==> src/rtl/gpio_alias_pkg.sv <==
package gpio_alias_pkg;
  localparam int ADDR_W = 4;
  localparam int BUS_W  = 32;

  typedef enum logic [ADDR_W-1:0] {
    A_PIN     = 4'd0,
    A_OUT     = 4'd1,
    A_DIR     = 4'd2,
    A_CAP     = 4'd3,
    A_OUT_OR  = 4'd4,
    A_OUT_AND = 4'd5,
    A_OUT_XOR = 4'd6,
    A_DIR_OR  = 4'd7,
    A_DIR_AND = 4'd8,
    A_DIR_XOR = 4'd9
  } reg_addr_e;

  typedef enum logic [1:0] {
    OP_LOAD = 2'd0,
    OP_OR   = 2'd1,
    OP_AND  = 2'd2,
    OP_XOR  = 2'd3
  } alias_op_e;

  typedef struct packed {
    logic      hit;
    alias_op_e op;
  } wr_cmd_t;
endpackage

==> src/rtl/gpio_wr_decode.sv <==
module gpio_wr_decode
  import gpio_alias_pkg::*;
(
  input  logic              we,
  input  logic [ADDR_W-1:0] addr,
  output wr_cmd_t           out_cmd,
  output wr_cmd_t           dir_cmd
);
  always_comb begin
    out_cmd = '{hit: 1'b0, op: OP_LOAD};
    dir_cmd = '{hit: 1'b0, op: OP_LOAD};
    if (we) begin
      unique case (addr)
        A_OUT:     out_cmd = '{hit: 1'b1, op: OP_LOAD};
        A_OUT_OR:  out_cmd = '{hit: 1'b1, op: OP_OR};
        A_OUT_AND: out_cmd = '{hit: 1'b1, op: OP_AND};
        A_OUT_XOR: out_cmd = '{hit: 1'b1, op: OP_XOR};
        A_DIR:     dir_cmd = '{hit: 1'b1, op: OP_LOAD};
        A_DIR_OR:  dir_cmd = '{hit: 1'b1, op: OP_OR};
        A_DIR_AND: dir_cmd = '{hit: 1'b1, op: OP_AND};
        A_DIR_XOR: dir_cmd = '{hit: 1'b1, op: OP_XOR};
        default: ;
      endcase
    end
  end
endmodule

==> src/rtl/gpio_alias_reg.sv <==
module gpio_alias_reg
  import gpio_alias_pkg::*;
#(
  parameter int W = 32
) (
  input  logic         clk,
  input  logic         rst,
  input  wr_cmd_t      cmd,
  input  logic [W-1:0] wdata,
  output logic [W-1:0] q
);
  logic [W-1:0] nxt;

  always_comb begin
    unique case (cmd.op)
      OP_OR:   nxt = q | wdata;
      OP_AND:  nxt = q & wdata;
      OP_XOR:  nxt = q ^ wdata;
      default: nxt = wdata;
    endcase
  end

  always_ff @(posedge clk) begin
    if (rst)          q <= '0;
    else if (cmd.hit) q <= nxt;
  end
endmodule

==> src/rtl/gpio_in_sync.sv <==
module gpio_in_sync #(
  parameter int W      = 32,
  parameter int STAGES = 2
) (
  input  logic         clk,
  input  logic         rst,
  input  logic [W-1:0] d,
  output logic [W-1:0] q
);
  logic [W-1:0] stg [STAGES];

  generate
    for (genvar i = 0; i < STAGES; i++) begin : g_stage
      if (i == 0) begin : g_first
        always_ff @(posedge clk) begin
          if (rst) stg[0] <= '0;
          else     stg[0] <= d;
        end
      end else begin : g_next
        always_ff @(posedge clk) begin
          if (rst) stg[i] <= '0;
          else     stg[i] <= stg[i-1];
        end
      end
    end
  endgenerate

  assign q = stg[STAGES-1];
endmodule

==> src/rtl/gpio_rd_mux.sv <==
module gpio_rd_mux
  import gpio_alias_pkg::*;
#(
  parameter int W         = 32,
  parameter int IRQ_ROUTE = 0
) (
  input  logic              clk,
  input  logic              rst,
  input  logic [ADDR_W-1:0] addr,
  input  logic [W-1:0]      pin_lvl,
  input  logic [W-1:0]      out_q,
  input  logic [W-1:0]      dir_q,
  output logic [BUS_W-1:0]  rdata
);
  logic [BUS_W-1:0] pin_x, out_x, dir_x, cap_w, sel;

  always_comb begin
    pin_x = '0;
    out_x = '0;
    dir_x = '0;
    pin_x[W-1:0] = pin_lvl;
    out_x[W-1:0] = out_q;
    dir_x[W-1:0] = dir_q;
    cap_w        = '0;
    cap_w[5:0]   = 6'(W);
    cap_w[12:8]  = 5'(IRQ_ROUTE);
  end

  always_comb begin
    unique case (addr)
      A_PIN:                              sel = pin_x;
      A_OUT, A_OUT_OR, A_OUT_AND, A_OUT_XOR: sel = out_x;
      A_DIR, A_DIR_OR, A_DIR_AND, A_DIR_XOR: sel = dir_x;
      A_CAP:                              sel = cap_w;
      default:                            sel = '0;
    endcase
  end

  always_ff @(posedge clk) begin
    if (rst) rdata <= '0;
    else     rdata <= sel;
  end
endmodule

==> src/rtl/gpio_alias_port.sv <==
module gpio_alias_port #(
  parameter int NPINS       = 32,
  parameter int SYNC_STAGES = 2,
  parameter int IRQ_ROUTE   = 0
) (
  input  logic             clk,
  input  logic             rst,
  input  logic [3:0]       bus_addr,
  input  logic             bus_we,
  input  logic [31:0]      bus_wdata,
  output logic [31:0]      bus_rdata,
  input  logic [NPINS-1:0] pad_in,
  output logic [NPINS-1:0] pad_out,
  output logic [NPINS-1:0] pad_oe
);
  import gpio_alias_pkg::*;

  wr_cmd_t          out_cmd, dir_cmd;
  logic [NPINS-1:0] pin_lvl;
  logic [NPINS-1:0] wd;

  assign wd = bus_wdata[NPINS-1:0];

  gpio_wr_decode u_dec (
    .we      (bus_we),
    .addr    (bus_addr),
    .out_cmd (out_cmd),
    .dir_cmd (dir_cmd)
  );

  gpio_alias_reg #(.W(NPINS)) u_out (
    .clk (clk), .rst (rst), .cmd (out_cmd), .wdata (wd), .q (pad_out)
  );

  gpio_alias_reg #(.W(NPINS)) u_dir (
    .clk (clk), .rst (rst), .cmd (dir_cmd), .wdata (wd), .q (pad_oe)
  );

  gpio_in_sync #(.W(NPINS), .STAGES(SYNC_STAGES)) u_sync (
    .clk (clk), .rst (rst), .d (pad_in), .q (pin_lvl)
  );

  gpio_rd_mux #(.W(NPINS), .IRQ_ROUTE(IRQ_ROUTE)) u_rd (
    .clk     (clk),
    .rst     (rst),
    .addr    (bus_addr),
    .pin_lvl (pin_lvl),
    .out_q   (pad_out),
    .dir_q   (pad_oe),
    .rdata   (bus_rdata)
  );
endmodule

==> config.mk <==
export PLATFORM = sky130hd
export DESIGN_NAME = gpio_alias_port
export DESIGN_NICKNAME = d
export VERILOG_FILES = /design/src/rtl/gpio_alias_pkg.sv /design/src/rtl/gpio_wr_decode.sv /design/src/rtl/gpio_alias_reg.sv /design/src/rtl/gpio_in_sync.sv /design/src/rtl/gpio_rd_mux.sv /design/src/rtl/gpio_alias_port.sv
export SDC_FILE = /design/constraint.sdc
export NUM_CORES = 1
export LEC_CHECK = 0
export ABC_AREA = 1
export BUFFER_PORTS_ARGS = -buffer_cell sky130_fd_sc_hd__buf_4
export CORE_UTILIZATION = 52
export CTS_CLUSTER_DIAMETER = 200
export DETAILED_ROUTE_END_ITERATION = 6
export PLACE_DENSITY_LB_ADDON = 0.12
export SLEW_MARGIN = 20
export SYNTH_ARGS = -nofsm -noshare
export SYNTH_HDL_FRONTEND = slang
export SYNTH_HIERARCHICAL = 1
export SYNTH_SLANG_ARGS = --single-unit
==> constraint.sdc <==
create_clock -name clk -period 1.5 [get_ports clk]
set_input_delay 0.3 -clock clk [delete_from_list [all_inputs] [get_ports clk]]
set_output_delay 0.3 -clock clk [all_outputs]
set_load 0.01 [all_outputs]
==> results of run 1 <==
-- kinds of logic after synthesis --
logic type / synth area share
compound gates: 0.0941
fa+ha+maj: 0.158
buf+inv: 0.156
flops: 0.315
simple gates: 0.277
-- layout make-up --
type | count | share of cell area
clock buffer | 17 | 0.0338
clock inverter | 15 | 0.0137
inverter | 275 | 0.0820
multi-input combinational | 960 | 0.427
sequential | 160 | 0.255
tap | 260 | 0.0259
timing repair buffer | 237 | 0.163
-- sequential cells by signal, indices dropped and copies added, names as in the netlist --
register / count
u_out/q: 32
u_dir/q: 32
u_sync/stg: 64
u_rd/rdata: 32
-- synthesized netlist by cell type, drive strengths merged --
master        number  area [sq um]
dfxtp            160          3200
nand2            345          1340
o21bai             6          45.0
inv              275          1030
nand3            117           586
buf               60           435
nor3               1          5.00
dlymetal6s2s       1          12.5
nand3b             5          37.5
nor2             164           641
a21oi            146           836
clkbuf            19           101
nand4             33           206
o21ai             15          75.1
ha               128          1600
-- cell usage in the layout, fill, tap and decap left out, types with 2 or more instances in the layout --
cell type,Yosys,layout
nor2_2,1,2
clkbuf_16,0,17
nor2_1,160,159
inv_1,265,263
inv_6,0,3
nand4_1,33,33
dfxtp_1,160,160
nor2_4,3,3
nand2_4,2,2
nand2_2,11,11
clkinvlp_4,0,3
o21bai_1,6,6
ha_1,128,128
o21ai_0,15,15
clkinv_8,0,2
buf_4,8,215
nand3b_1,5,5
nand3_1,117,117
buf_12,0,21
inv_8,0,5
a21oi_1,118,118
nand2_1,332,332
a21oi_2,28,28
inv_2,10,12
-- through the flow --
stage	setup TNS (ns)	hold WS, ns	total power (uW)	utilization	instance area [sq um]
floorplan	-0.00429	0.362	5610	-	10200
global placement	-9.40	0.389	6300	0.634	12000
detailed placement	-12.06	0.394	6350	0.634	12000
CTS	0	0.0492	10800	0.666	12600
global route	0	0.0581	11200	0.666	12600
finish	0	0.0660	10700	0.666	12600
-- power groups by stage --
stage          combinational (uW)  sequential [uW]  clock, uW
5_1_grt                      1900             4600       4670
6_report                     1700             4580       4420
3_3_place_gp                 1630             4670          0
4_1_cts                      1690             4580       4520
2_1_floorplan                 931             4680          0
3_5_place_dp                 1680             4680          0
-- metal layers --
layer | track usage | routed length (microns)
met1 | 0.339 | 11600
met2 | 0.470 | 12900
met3 | 0.0476 | 1820
met4 | 0.0934 | 482
met5 | 0 | 0
-- critical path, stage by stage, from the launching register on --
cell	delay, ns
dfxtp_1	0.38
buf_4	0.16
buf_4	0.12
-- worst max path at each step --
stage / start / to / slack, ns / cells after the start
after floorplan: bus_addr[2] / u_out/q[23]$_SDFFE_PP0P_ / -0.004 / 11
after global placement: bus_addr[2] / u_out/q[7]$_SDFFE_PP0P_ / -0.20 / 13
after detailed placement: bus_addr[2] / u_out/q[2]$_SDFFE_PP0P_ / -0.27 / 13
after CTS: u_out/q[4]$_SDFFE_PP0P_ / pad_out[4] / 0.1 / 2
after global routing: bus_addr[2] / u_out/q[7]$_SDFFE_PP0P_ / 0.01 / 13
final: u_out/q[4]$_SDFFE_PP0P_ / pad_out[4] / 0.11 / 2
==> reports/qor.csv, run 1 <==
metric,value,unit
ys_seq_elements,160,
grt.total_usage,0.272,
routed_wl,26900,microns
crit_path_end_kind,output pin,
cp_max_fo,4,
seqCellArea,3200,sq um
grt_antenna_before_repair,0,
clkTransAtPathRegs,0.07,ns
grt_pass1_wl,43200,microns
fin_nets,1850,
grt_overflow,0,
r2r_slack,0.27,ns
syn_avg_cell_area,6.88,sq um
cts_resized,0,
wire_per_inst,14.0,microns
fin_cells,1924,
setup_viol,0,
cts_made_buffers,17,
clock-sinks,160,
vias,9643,
pwr-share-comb,0.159,
holdPathEnd,u_sync/stg[0][0]$_SDFF_PP0_,
fp.dieH,142,microns
multiInputGateArea,5380,sq um
hold_path.class,in2reg,
clock_skew,0.00669,ns
drtAntennaViolNets,0,
worstPathArrival,1.09,ns
cts_root_buffer,clkbuf_16,
dpl.cell_count,1892,
min_period,1.39,ns
p_leak,0.00609,uW
place_hpwl,19100,microns
fp.dieW,142,microns
cts_tree,yes,
ys_types,26,
slew_violations,0,
hp-start,pad_in[0],
dr.pass1.iters,6,
post_cts_buffers,0,
netlist_instances,1475,
internal_power,7550,uW
power_frac_clock,0.413,
tightest_slew,0.278,ns
cap_viol_max_count,0,
final.fill_count,1706,
fin_crit_sh,0.923,
drt-initial-drc-count,750,
rows,50,
core_region_area,18900,sq um
syn-num-nets,1674,
hold_path_depth,3,
reg2reg_from,u_out/q[8]$_SDFFE_PP0P_,
syn-cell-area,10200,sq um
ys_warn_count,6,
cp.required,1.20,ns
io_buffers,166,
cts_buffer_depth,2,
drc,0,
slew_headroom,0.815,
drive_above_1_share,0.197,
worstSetupPathType,reg2out,
critPathLaunchType,flip-flop,
ys_seq_area_frac,0.315,
powerDensity,850,nW/um^2
cts_hold_buf,0,
grt_pass1_vias,8700,
insertion_delay,0.43,ns
seqPwrFrac,0.428,
outcome,"complete, no violations",
die_area,20100,sq um
r2r_end,u_out/q[8]$_SDFFE_PP0P_,
setup_slack,0.115,ns
hold_violations,0,
area_growth_syn_to_layout,23.9,%
gp_routability_congestion,0.864,
ir_drop,0.752,mV
rsz0062_at_grt,no,
initial_core_util,0.537,
dp_slack,-0.272,ns
htree_levels,4,
diodes,0,
grt_max_degree,47,
power.share.switching,0.295,
clock.fmax,0.722,GHz
top_level_ports,167,
p_sw,3150,uW
vias_per_cell,5.01,
worstRegToRegCells,6,
(Power assumes the default switching activity.)
==> run 2: changes to the inputs <==
CORE_UTILIZATION = 45   (was 52)
==> run 2 against run 1 <==
  * The flow now finishes with violations (design-rule violations, negative setup slack)
  * Sequential power barely moved
  * Combinational power rose by 5%
  * First-iteration DRC count fell by 7.6%
  * Fmax fell by 8.7%
  * Clock-buffer cell count did not move
  * Hold slack got worse by 0.0097 ns
  * Routed wire length rose by 9.0%
  * Critical path type is now in2reg
  * Critical endpoint is now u_out/q[2]$_SDFFE_PP0P_
  * Largest power group unchanged
==> reports/qor.csv, run 2 (synthesis results as in run 1) <==
metric,value,unit,change
core_region_area,22000,sq um,+16%
tightest_slew,0.605,ns,+0.327 ns
drt-initial-drc-count,693,,-7.6%
vias,9710,,+0.69%
diodes,0,,unchanged
clock-sinks,160,,unchanged
worstPathArrival,1.82,ns,+0.73 ns
wire_per_inst,15.0,microns,+7.5%
routed_wl,29300,microns,+9.0%
hold_violations,0,,unchanged
crit_path_end_kind,flip-flop,,
insertion_delay,0.43,ns,about the same
grt_antenna_before_repair,0,,unchanged
grt_pass1_vias,8606,,-1.1%
final_common_cell,nand2_1,,
setup_slack,-0.0175,ns,-0.132 ns
cts_root_buffer,clkbuf_16,,
min_period,1.52,ns,+0.132 ns
io_buffers,166,,unchanged
largest_reg_flops,64,,unchanged
place_hpwl,19400,microns,+1.3%
fin_cells,1950,,+1.4%
cts_tree,yes,,
clock.fmax,0.659,GHz,-8.7%
p_leak,0.00620,uW,+1.7%
cp.required,1.81,ns,+0.61 ns
initial_core_util,0.462,,-0.0750
drive_above_1_share,0.208,,+0.0113
dpl.cell_count,1900,,+0.42%
ir_drop,0.677,mV,-10%
setup_viol,2,,+2
hold_path.class,in2reg,,
grt_overflow,0,,unchanged
vias_per_cell,4.98,,-0.65%
clkTransAtPathRegs,0.07,ns,about the same
slew_violations,0,,unchanged
final_cell_mix,"330 x nand2_1, 262 x inv_1, 210 x buf_4",,
cp_max_fo,8,,+4
place_area,11900,sq um,-0.42%
clock_skew,0.0118,ns,+0.00507 ns
fin_crit_sh,1.01,,+0.0883
dr.pass1.iters,7,,+1
top_level_ports,167,,unchanged
cts_buffer_depth,2,,unchanged
outcome,"complete, but fails checks",,
violations,"design-rule violations, negative setup slack",,
critPathLaunchType,primary input,,
cap_viol_max_count,0,,unchanged
htree_levels,4,,unchanged
grt_pass1_wl,44800,microns,+3.7%
fin_nets,1856,,+0.32%
grt.total_usage,0.244,,-0.0280
gp_routability_congestion,0.840,,-2.8%
area_growth_syn_to_layout,26.7,%,
worstSetupPathType,in2reg,,
fp.dieW,152,microns,+7.4%
drc,5,,+5
rows,54,,+8.0%
drtAntennaViolNets,0,,unchanged
die_area,23200,sq um,+15%
regMostFlops,u_sync/stg,,
powerDensity,831,nW/um^2,-2.2%
fp.dieH,152,microns,+7.4%
cts_made_buffers,17,,unchanged
grt_max_degree,65,,+38%
totalNegativeSetupSlack,-0.0315,ns,-0.0315 ns
final_cell_area,12900,sq um,+2.3%
slew_headroom,0.596,,-0.218
[run 2: cell types whose count changed in the layout (fill, tap and decap cells not counted), sizes merged]
cell / previous run / this run
clkbuf: 17 / 21
clkinv: 3 / 7
clkinvlp: 3 / 0
buf: 237 / 238
bufinv: 1 / 0
nor2: 164 / 165
[run 2: per-layer routing]
metal / up-vias / part of all wire / track usage / wire [microns]
met2: 304 / 0.47 / 0.407 / 13800
met4: 0 / 0.016 / 0.0743 / 456
met3: 32 / 0.062 / 0.0503 / 1820
li1: 4896 / - / - / -
met5: - / 0 / 0 / 0
met1: 4478 / 0.45 / 0.315 / 13200
[run 2: power breakdown]
| part | leakage (uW) | switching [uW] | internal, uW | total [uW] |
|---|---|---|---|---|
| logic | 0.00460 | 1020 | 773 | 1790 |
| clock network | 0.000289 | 2090 | 2240 | 4320 |
| registers | 0.00131 | 154 | 4430 | 4580 |
[run 2: area by class of cell]
class                           count  area [sq um]
Timing Repair Buffer              242          2230
Clock inverter                     15           164
Fill cell                        2100          9090
Multi-Input combinational cell    961          5460
Tap cell                          280           350
Sequential cell                   160          3200
Inverter                          275          1030
Clock buffer                       17           425
[run 2: critical path, cell delays in order]
cell	delay, ns
buf_4	0.09
inv_2	0.05
nor2_4	0.13
nand2_4	0.08
nor3_4	0.33
buf_6	0.16
nor2_4	0.04
buf_12	0.15
clkbuf_16	0.16
nor2_1	0.10
nand3_1	0.08
nand2_1	0.08
a21oi_1	0.07
[run 2: per-stage QoR]
step / hold slack [ns] / power [uW] / worst slack, ns / utilization
2_1_floorplan: 0.362 / 5610 / -0.00429 / -
6_report: 0.0563 / 10700 / -0.0175 / 0.586
5_1_grt: 0.0438 / 11200 / -0.0771 / 0.586
3_3_place_gp: 0.390 / 6310 / -0.744 / 0.543
4_1_cts: 0.0425 / 10700 / 0.0324 / 0.573
3_5_place_dp: 0.395 / 6360 / -0.777 / 0.543
[run 2: final timing paths]
kind                           startpoint                            to  slack (ns)  depth (start not counted)
min reg2reg  u_sync/stg[0][27]$_SDFF_PP0_  u_sync/stg[1][27]$_SDFF_PP0_        0.40                          2
max                           bus_addr[2]       u_out/q[2]$_SDFFE_PP0P_       -0.02                         13
max reg2reg       u_out/q[4]$_SDFFE_PP0P_       u_out/q[4]$_SDFFE_PP0P_        0.25                          7
min                            pad_in[20]  u_sync/stg[0][20]$_SDFF_PP0_        0.06                          3
[run 2: repair_timing]
action                                  in CTS  in global routing
hold buffers                                 0                  0
gates resized for setup                      4                 23
gates cloned                                 1                  5
pin swaps                                    0                 11
endpoints found under the setup margin      32                 34
buffers inserted                             1                 11
==> run 3: changes to the inputs <==
GPL_TIMING_DRIVEN = 0   (was not set)
==> run 3 against run 2 <==
  * Core utilization down 1.5 points
  * Highest routed layer unchanged
  * The flow finishes with violations (design-rule violations)
  * Sequential share of layout area up 0.64 points
  * Total power down 1.3%
  * Routed wire length up 4.4%
  * Clock power down 1%
  * Cell area down 2.5%
==> reports/qor.csv, run 3 (synthesis results as in run 1) <==
metric,value,unit,change
hold_path.class,in2reg,,
cpPeakStageDelay,0.49,ns,+0.16 ns
hold_violations,0,,unchanged
initial_core_util,0.462,,unchanged
cts_hold_buf,0,,unchanged
drt-initial-drc-count,700,,+1.0%
drive_above_1_share,0.202,,-0.00612
p_leak,0.00606,uW,-2.1%
violations,design-rule violations,,
io_buffers,166,,unchanged
gp_routability_congestion,0.885,,+5.3%
cts_made_buffers,17,,unchanged
powerDensity,842,nW/um^2,+1.3%
area_growth_syn_to_layout,23.6,%,
cp_cell_sequence,buf_4,,
core_region_area,22000,sq um,unchanged
min_period,1.42,ns,-0.0937 ns
fp.dieW,152,microns,unchanged
slew_violations,0,,unchanged
grt_antenna_before_repair,0,,unchanged
die_area,23200,sq um,unchanged
rows,54,,unchanged
fp.dieH,152,microns,unchanged
clock_skew,0.00669,ns,-0.00507 ns
drc,5,,unchanged
worstPathArrival,1.12,ns,-0.70 ns
grt_pass1_vias,9084,,+5.6%
tightest_slew,0.746,ns,+0.141 ns
wire_per_inst,15.6,microns,+3.8%
grt_max_degree,18,,-72%
clkTransAtPathRegs,0.07,ns,about the same
fin_crit_sh,0.949,,-0.0625
vias,9916,,+2.1%
place_hpwl,22200,microns,+15%
slew_headroom,0.502,,-0.0943
fin_nets,1867,,+0.59%
dp_slack,-0.518,ns,+0.259 ns
routed_wl,30600,microns,+4.4%
diodes,0,,unchanged
cts_tree,yes,,
fin_util,0.571,,-0.0146
cts_root_buffer,clkbuf_16,,
setup_slack,0.0762,ns,+0.0937 ns
rsz0062_at_grt,no,,
final.fill_count,2070,,-1.4%
grt.total_usage,0.267,,+0.0229
critPathLaunchType,flip-flop,,
outcome,"complete, but fails checks",,
cp.required,1.20,ns,-0.61 ns
clock-sinks,160,,unchanged
cts_buffer_depth,2,,unchanged
htree_levels,4,,unchanged
final_common_cell,nand2_1,,
regMostFlops,u_sync/stg,,
crit_path_end_kind,output pin,,
final_cell_mix,"330 x nand2_1, 263 x inv_1, 180 x buf_4",,
grt_overflow,0,,unchanged
whs,0.0551,ns,-0.00122 ns
cp_max_fo,5,,-3
crit_path_top_delay_cell,dfxtp_1,,
largest_reg_flops,64,,unchanged
dr.pass1.iters,7,,unchanged
ir_drop,0.625,mV,-7.6%
worstSetupPathType,reg2out,,
cp_num_buf_inv,1,,-4
insertion_delay,0.44,ns,about the same
setup_viol,0,,-2
crit_family,flip-flops,,
drtAntennaViolNets,0,,unchanged
cap_viol_max_count,0,,unchanged
top_level_ports,167,,unchanged
vias_per_cell,5.06,,+1.5%
grt_pass1_wl,48200,microns,+7.5%
clock.fmax,0.702,GHz,+6.6%
==> run 3: cell types whose count changed in the layout (fill, tap and decap cells not counted), sizes merged <==
| cell | delta |
|---|---|
| buf | -12 |
| nor2 | -1 |
| clkinvlp | +3 |
| inv | +1 |
| dlymetal6s2s | +1 |
| clkbuf | +24 |
| clkinv | -5 |
==> run 3: path summary, 6_finish.rpt <==
kind                                                endpoint  cells after the start                         from  slack (ns)
worst max-delay path                               pad_oe[4]                      1      u_dir/q[4]$_SDFFE_PP0P_        0.08
worst min-delay path            u_sync/stg[0][11]$_SDFF_PP0_                      3                   pad_in[11]        0.06
worst max register to register      u_out/q[31]$_SDFFE_PP0P_                      6     u_out/q[31]$_SDFFE_PP0P_        0.26
worst min register to register   u_sync/stg[1][5]$_SDFF_PP0_                      2  u_sync/stg[0][5]$_SDFF_PP0_        0.40
==> run 3: report_power, final <==
| group | switching (uW) | internal (uW) | leakage, uW |
|---|---|---|---|
| registers | 158 | 4430 | 0.00131 |
| clock network | 2050 | 2220 | 0.000275 |
| logic | 1010 | 695 | 0.00448 |
==> run 3: metal layers <==
metal,vias to the layer above,global-route usage,share of wire
met1,4549,0.335,0.43
li1,4927,-,-
met4,0,0.114,0.031
met3,65,0.0535,0.073
met5,-,0,0
met2,375,0.443,0.46
==> run 3: stage by stage <==
stage	cell area [sq um]	TNS, ns	instances	power (uW)
2_1_floorplan	10200	-0.00429	1475	5610
3_3_place_gp	11800	-28.55	1921	6290
3_5_place_dp	11800	-28.92	1921	6330
4_1_cts	12300	0	1953	10600
5_1_grt	12500	0	1961	11100
6_report	12500	0	1961	10600
==> run 3: repair_timing <==
item                                    in CTS  in global routing
endpoints found under the setup margin      43                 61
gates cloned                                 0                  2
endpoints found under the hold margin        0                  0
gates resized for setup                      6                 50
setup buffers                                0                  6
pin swaps                                    0                  5
==> run 3: final cells by class <==
type / count / area, sq um / area share
plain buffers: 80 / 621 / 0.0495
clock buffers: 18 / 429 / 0.0342
clock inverters: 14 / 140 / 0.0112
inverters: 275 / 1040 / 0.0826
multi-input cells: 960 / 5420 / 0.432
flip-flops and latches: 160 / 3200 / 0.255
well taps: 280 / 350 / 0.0279
repair buffers: 174 / 1340 / 0.107
